File: src/rtl/irq_res_pkg.sv
package irq_res_pkg;
  // Default geometry of the channel request set
  localparam int unsigned DEF_LINES      = 16;
  // Lines 3-7, 9-12, 14, 15 are taken from the channel
  localparam logic [15:0] DEF_ACCEPT     = 16'hDEF8;
  // Line that heads the fixed rotation; higher numbers follow, then wrap to 0
  localparam int unsigned DEF_TOP_LINE   = 9;
  localparam int unsigned DEF_SYNC_DEPTH = 2;

  typedef enum logic {GRANT_IDLE = 1'b0, GRANT_SHOWN = 1'b1} grant_state_e;
endpackage

File: src/rtl/irq_line_sync.sv
module irq_line_sync #(
  parameter int unsigned N      = 16,
  parameter int unsigned STAGES = 2
) (
  input  logic         clk,
  input  logic         rst_n,
  input  logic [N-1:0] raw_in,
  output logic [N-1:0] sync_out
);
  logic [N-1:0] chain [STAGES];

  for (genvar s = 0; s < STAGES; s++) begin : g_stage
    if (s == 0) begin : g_first
      always_ff @(posedge clk or negedge rst_n) begin
        if (!rst_n) chain[0] <= '0;
        else        chain[0] <= raw_in;
      end
    end else begin : g_next
      always_ff @(posedge clk or negedge rst_n) begin
        if (!rst_n) chain[s] <= '0;
        else        chain[s] <= chain[s-1];
      end
    end
  end

  assign sync_out = chain[STAGES-1];
endmodule

File: src/rtl/irq_pend_bank.sv
module irq_pend_bank #(
  parameter int unsigned  N    = 16,
  parameter logic [N-1:0] MASK = '1
) (
  input  logic         clk,
  input  logic         rst_n,
  input  logic [N-1:0] line_sync,
  input  logic [N-1:0] retire,
  output logic [N-1:0] rise,
  output logic [N-1:0] pend_q,
  output logic [N-1:0] pend_nx
);
  logic [N-1:0] line_prev;

  always_ff @(posedge clk or negedge rst_n) begin
    if (!rst_n) line_prev <= '0;
    else        line_prev <= line_sync;
  end

  assign rise = line_sync & ~line_prev & MASK;

  // A request lives while its line stays high and it has not been retired
  assign pend_nx = (pend_q | rise) & line_sync & MASK & ~retire;

  always_ff @(posedge clk or negedge rst_n) begin
    if (!rst_n) pend_q <= '0;
    else        pend_q <= pend_nx;
  end
endmodule

File: src/rtl/irq_prio_pick.sv
module irq_prio_pick #(
  parameter int unsigned N   = 16,
  parameter int unsigned TOP = 9,
  localparam int unsigned IW = $clog2(N)
) (
  input  logic [N-1:0]  req,
  output logic          any,
  output logic [IW-1:0] win
);
  logic [N-1:0]  rot;
  logic [IW-1:0] pos;

  // rot[0] is the highest ranked line, rot[N-1] the lowest
  for (genvar k = 0; k < N; k++) begin : g_rot
    assign rot[k] = req[(TOP + k) % N];
  end

  always_comb begin
    pos = '0;
    for (int k = N - 1; k >= 0; k--) begin
      if (rot[k]) pos = IW'(k);
    end
  end

  assign any = |rot;
  assign win = IW'((int'(pos) + int'(TOP)) % int'(N));
endmodule

File: src/rtl/irq_edge_resolver.sv
module irq_edge_resolver
  import irq_res_pkg::*;
#(
  parameter int unsigned  LINES       = DEF_LINES,
  parameter int unsigned  SYNC_DEPTH  = DEF_SYNC_DEPTH,
  parameter int unsigned  TOP_LINE    = DEF_TOP_LINE,
  parameter logic [LINES-1:0] ACCEPT_MASK = LINES'(DEF_ACCEPT),
  localparam int unsigned NUM_W       = $clog2(LINES)
) (
  input  logic             clk,
  input  logic             rst_n,
  input  logic [LINES-1:0] chan_irq,
  output logic             grant_valid,
  input  logic             grant_ready,
  output logic [NUM_W-1:0] grant_num
);
  logic [LINES-1:0] sync_w;
  logic [LINES-1:0] rise_w;
  logic [LINES-1:0] pend_q;
  logic [LINES-1:0] pend_nx;
  logic [LINES-1:0] retire_w;
  logic             pick_any;
  logic [NUM_W-1:0] pick_num;
  grant_state_e     gstate;

  irq_line_sync #(.N(LINES), .STAGES(SYNC_DEPTH)) u_sync (
    .clk      (clk),
    .rst_n    (rst_n),
    .raw_in   (chan_irq),
    .sync_out (sync_w)
  );

  // A transfer retires exactly the presented line
  assign retire_w = (grant_valid && grant_ready) ? (LINES'(1) << grant_num) : '0;

  irq_pend_bank #(.N(LINES), .MASK(ACCEPT_MASK)) u_pend (
    .clk       (clk),
    .rst_n     (rst_n),
    .line_sync (sync_w),
    .retire    (retire_w),
    .rise      (rise_w),
    .pend_q    (pend_q),
    .pend_nx   (pend_nx)
  );

  // Resolve on the next pending set so the following winner shows one edge after a transfer
  irq_prio_pick #(.N(LINES), .TOP(TOP_LINE)) u_pick (
    .req (pend_nx),
    .any (pick_any),
    .win (pick_num)
  );

  always_ff @(posedge clk or negedge rst_n) begin
    if (!rst_n) begin
      gstate    <= GRANT_IDLE;
      grant_num <= '0;
    end else begin
      gstate    <= pick_any ? GRANT_SHOWN : GRANT_IDLE;
      grant_num <= pick_any ? pick_num : '0;
    end
  end

  assign grant_valid = (gstate == GRANT_SHOWN);
endmodule

File: config.mk
export PLATFORM = sky130hd
export DESIGN_NAME = irq_edge_resolver
export DESIGN_NICKNAME = d
export VERILOG_FILES = /design/src/rtl/irq_res_pkg.sv /design/src/rtl/irq_line_sync.sv /design/src/rtl/irq_pend_bank.sv /design/src/rtl/irq_prio_pick.sv /design/src/rtl/irq_edge_resolver.sv
export SDC_FILE = /design/constraint.sdc
export NUM_CORES = 1
export LEC_CHECK = 0
export BUFFER_PORTS_ARGS = -buffer_cell sky130_fd_sc_hd__buf_2
export CORE_MARGIN = 5
export CORE_UTILIZATION = 62
export CTS_BUF_LIST = sky130_fd_sc_hd__clkbuf_4 sky130_fd_sc_hd__clkbuf_8
export DETAILED_ROUTE_END_ITERATION = 10
export HOLD_SLACK_MARGIN = 0.15
export PLACE_DENSITY = 0.85
export SLEW_MARGIN = 10
export SYNTH_ARGS = -nofsm -noshare
export SYNTH_HDL_FRONTEND = slang
export SYNTH_SLANG_ARGS = --single-unit
File: constraint.sdc
create_clock -name clk -period 3.9 [get_ports clk]
set_input_delay 0.195 -clock clk [delete_from_list [all_inputs] [get_ports clk]]
set_output_delay 0.195 -clock clk [all_outputs]
set_load 0.01 [all_outputs]
Word level (Yosys, flattened, before mapping)
Index checks and enable logic that the tools add are counted.

Bits of input ports: 19. Output and inout bits: 5. Register bits: 69.

Add/sub/neg operators: 1. Shifts and indexed selects: 1. Mux-type cells: 19. Reduce and logical (&&, ||, !) cells: 2. Bitwise operators: 6.

Operator list (count): 2-to-1 mux 4 bit (17); bitwise AND 16 bit (3); inverter 16 bit (2); 2-to-1 mux 16 bit (1); OR 16 bit (1); OR reduction 16 bit (1); left shift 1 x 4 -> 16 bit (first input constant) (1); adder 4 bit (second input constant) (1); logical AND 1 bit (1); 2-to-1 mux 1 bit (1).

Depth between registers and ports, before layout
Depth after elaboration: 23. Gate-level depth with buffers: 10. Mapped depth without buffers: 9.

Hierarchy
A second synthesis with hierarchy kept.

Cell total of the unflattened synthesis: 190. Area, all modules: 2513.7 sq um.

Modules (own cells, without submodules): irq_pend_bank (cells each 71, seq. area each 550.5 sq um, instances 1, area each 1052.3 sq um); irq_line_sync (cells each 48, seq. area each 800.8 sq um, instances 1, area each 920.9 sq um); irq_edge_resolver (cells each 32, seq. area each 125.1 sq um, instances 1, area each 271.5 sq um); irq_prio_pick (cells each 39, seq. area each 0.0 sq um, instances 1, area each 269.0 sq um).

Worst setup path before layout
Ideal clock, no wire load.

Kind: register to register. Start: register grant_num[0]. End: register grant_num[1]. Required time: 3.783 ns. Stages on the path, launching flop included: 10. Data arrival time: 1.953 ns. Buffers on the path: 1. Library setup time: 0.117 ns. Setup slack: 1.830 ns. Path through: dfrtp_1 buf_6 and2b_1 a21boi_1 o21ai_1 nand2_1 a2111oi_0 nor2_1 ha_1 and2_4.

Cells in the longest elaborated chain, start to end: 22. Elaborated cells between the ends (all ways): 23.

RTL lines: from (decl) (RTL line irq_edge_resolver.sv:15) `output logic [NUM_W-1:0] grant_num`; from (signal assigned) (RTL line irq_edge_resolver.sv:59) `grant_num <= pick_any ? pick_num : '0;`; left shift 1 x 4 -> 16 bit * (RTL line irq_edge_resolver.sv:34) `assign retire_w = (grant_valid && grant_ready) ? (LINES'(1) << grant_num) : '0;`; 2-to-1 mux 16 bit * (RTL line irq_edge_resolver.sv:34); inverter 16 bit * (RTL line irq_pend_bank.sv:23) `assign pend_nx = (pend_q | rise) & line_sync & MASK & ~retire;`; bitwise AND 16 bit * (RTL line irq_pend_bank.sv:23); 2-to-1 mux 4 bit (16 in a row) (RTL line irq_prio_pick.sv:21) `if (rot[k]) pos = IW'(k);`; adder 4 bit (RTL line irq_prio_pick.sv:26) `assign win = IW'((int'(pos) + int'(TOP)) % int'(N));`; 2-to-1 mux 4 bit * (RTL line irq_edge_resolver.sv:59).

Mark *: on every way between the ends. The rest lies on a longest branch, timed or not.

Worst setup path in the final report
Start: register grant_num[1]. End: register grant_num[2].

Same word-level chain as after synthesis.

==> impl_metrics.py <==
metrics = {
    "setup_path": {
        "crit_arrival_ps": 2700,
        "crit_path_cell_trace": "and2b_1 > a21boi_1 > o21ai_1 > nand2_1 > a2111oi_0 > nor2_1 > ha_1 > a22o_1",
        "slowest_delay_ps": 680,
        "cp_max_fo": 16,
        "cp_data_required_time_ps": 4150,
        "path_class": "flop to flop",
        "endpoint_kind": "flop",
        "slowest_stage": "dfrtp_1",
        "critPathLaunchType": "flop",
    },
    "drt": {
        "totalWireLength_um": 3420,
        "ant_nets": 0,
        "drt-vias-per-instance": 5.80,
        "first_pass_iters": 4,
        "vias": 1300,
        "drc_errors": 0,
        "drt_iter0_drc": 187,
        "wl_per_cell_um": 15.2,
    },
    "sta": {
        "period_minus_slack_ps": 2450,
        "tightest_slew_ps": 1000,
        "fin_worst_skew_ps": 13.3,
        "rsz0062_at_grt": "no",
        "final-setup-viol-count": 0,
        "slew_violations": 0,
        "tns_ps": 0,
        "max_freq_ghz": 0.408,
        "relSlewSlack_pct": 33.3,
        "finalHoldViolations": 0,
        "final.period_utilization_pct": 62.9,
        "whs_ps": 338,
    },
    "yosys": {
        "syn-mean-instance-area_um2": 12.2,
        "synthCells": 155,
        "synth_seq_area_share_pct": 64.9,
        "synth_fp_nets": 175,
        "synth_ff_type": "dfrtp_1",
        "yosys_warnings": 0,
        "synth_area_um2": 1890,
        "ys_ff_latch": 49,
        "synth-edff-count": 0,
        "synth.distinct_cells": 43,
        "async_flop_share_pct": 100,
    },
    "layout": {
        "final_cells": 224,
        "layout-drive-gt1-share_pct": 21.5,
        "syn_to_final_growth_pct": 15.4,
        "nets": 210,
        "fillers": 195,
        "stdcell_area_um2": 2180,
        "antennaDiodeCount": 0,
    },
    "job": {
        "drv_cap": 0,
    },
    "place": {
        "place_hpwl_um": 2330,
        "placed_cells": 204,
        "place.gp.congestion": 0.888,
        "io_buffers": 18,
        "placed_cell_area_um2": 2010,
    },
    "power_and_ir_drop": {
        "leakagePower_nw": 1.03,
        "power_w": 0.00106,
        "power.density_nw_per_um2": 484,
        "vdd_ir_drop_max_v": 0.000305,
    },
    "floorplanning": {
        "dieWidth_um": 65.2,
        "dieArea_um2": 4250,
        "dieHeight_um": 65.2,
        "fp-row-count": 20,
        "start_util_pct": 63.5,
        "io-pin-count": 24,
        "coreArea_um2": 2980,
    },
    "global_routing": {
        "antenna_found_initial": 0,
        "grt_use_total_pct": 18.3,
        "grt_max_degree": 50,
        "grt_pass1_wl_um": 5770,
        "grt_overflow": 0,
        "grt_pass1_vias": 1271,
    },
    "cts": {
        "h-tree-depth": 2,
        "clkLatencyLatePin_ps": 360,
        "clk_pin_slew_worst_paths_ps": 120,
        "cts_resized": 0,
        "cts_root_buf": "clkbuf_4",
        "clockBufferDepth": 2,
        "cts_made_buffers": 5,
        "tritoncts": "done",
        "cts.sinks": 49,
    },
    "status": {
        "status": "finished clean",
    },
    "worst_hold_path": {
        "hold_class": "primary input to flop",
    },
}
[report_power, final]
part	switching (W)	internal, W
Combinational	0.000114	0.000111
Clock	0.000144	0.0000758
Sequential	0.0000612	0.000550
[critical path: cells and delay by family, from the launching register on]
family	cells	cell delay [ps]
compound gates	4	970
flops	1	680
fa+ha+maj	1	240
simple gates	3	470
[placed cells by master (no fill, tap or decap), types with 2 or more instances in the layout]
cell type	n
a21boi_1	2
nor2_1	7
a31o_2	2
clkbuf_4	6
and2_1	4
o21ai_2	2
o21ai_1	3
a31oi_1	3
a21o_2	2
inv_1	8
clkinv_2	2
and3_2	2
dfrtp_1	49
nand2_1	11
buf_2	18
nand3_1	4
dlygate4sd3_1	12
nand2b_1	12
o21ai_0	6
a21oi_1	10
o21a_1	2
[flip-flops by register name, indices dropped and copies added, names as in the netlist]
| name | cells |
|---|---|
| u_sync.chain | 11 |
| u_sync.sync_out | 11 |
| u_pend.line_prev | 11 |
| u_pend.pend_q | 11 |
| grant_num | 4 |
| grant_valid | 1 |
[cell type report]
type | count | area, um2 | area share, %
tap | 33 | 41.3 | 1.89
sequential | 49 | 1230 | 56.2
clock inverter | 2 | 10.0 | 0.459
multi-input combinational | 96 | 618 | 28.3
inverter | 8 | 30.0 | 1.38
timing repair buffer | 30 | 210 | 9.64
clock buffer | 6 | 45.0 | 2.07
[cell families after synthesis]
group | count (synthesis) | synth area share [%]
DFF | 49 | 64.9
buffers and inverters | 10 | 2.45
and+or+nand+nor | 52 | 16.5
AOI/OAI and AO/OA | 43 | 15.5
adders and majority gates | 1 | 0.662
[layer usage]
layer / global-route usage [%] / vias up / part of all wire [%]
li1: - / 616 / -
met1: 23.1 / 622 / 43
met2: 28.1 / 49 / 48
met3: 5.30 / 13 / 6.2
met4: 10.9 / 0 / 2.9
met5: 0 / - / 0
[per-stage QoR]
step	utilization, %	worst slack [ps]
after global routing	73.2	1290
after global placement	67.4	1570
after CTS	73.2	1480
after detailed placement	67.4	1510
after floorplan	-	1830
final	73.2	1450
[path summary, 6_finish.rpt]
kind | from | endpoint | slack [ps] | cells past startpoint
min reg2reg | u_sync.chain[31] | u_sync.sync_out[15] | 360 | 0
max in group asynchronous | rst_n | u_sync.chain[28] | 2740 | 2
min | grant_ready | u_pend.pend_q[12] | 340 | 3
min in group asynchronous | rst_n | u_pend.line_prev[10] | 530 | 2
max | grant_num[1] | grant_num[2] | 1450 | 8
max reg2reg | grant_num[1] | grant_num[2] | 1450 | 8
[cell usage after synthesis, drive strengths merged (4+ instances only)]
library cell  number  area share (%)
dfrtp             49              65
nand2b            12             4.0
nand2             11             2.2
o21ai             11             3.3
a21oi             10             2.6
inv                8             1.6
nor2               7             1.4
and2               5             1.8
nand3              4             1.1
[what timing repair did]
action | 4_1_cts | 5_1_grt
hold buffers | 12 | 0
buffers inserted | 0 | 0
hold endpoints to repair | 60 | 0
No activity file was read; power rests on OpenSTA's default activity.
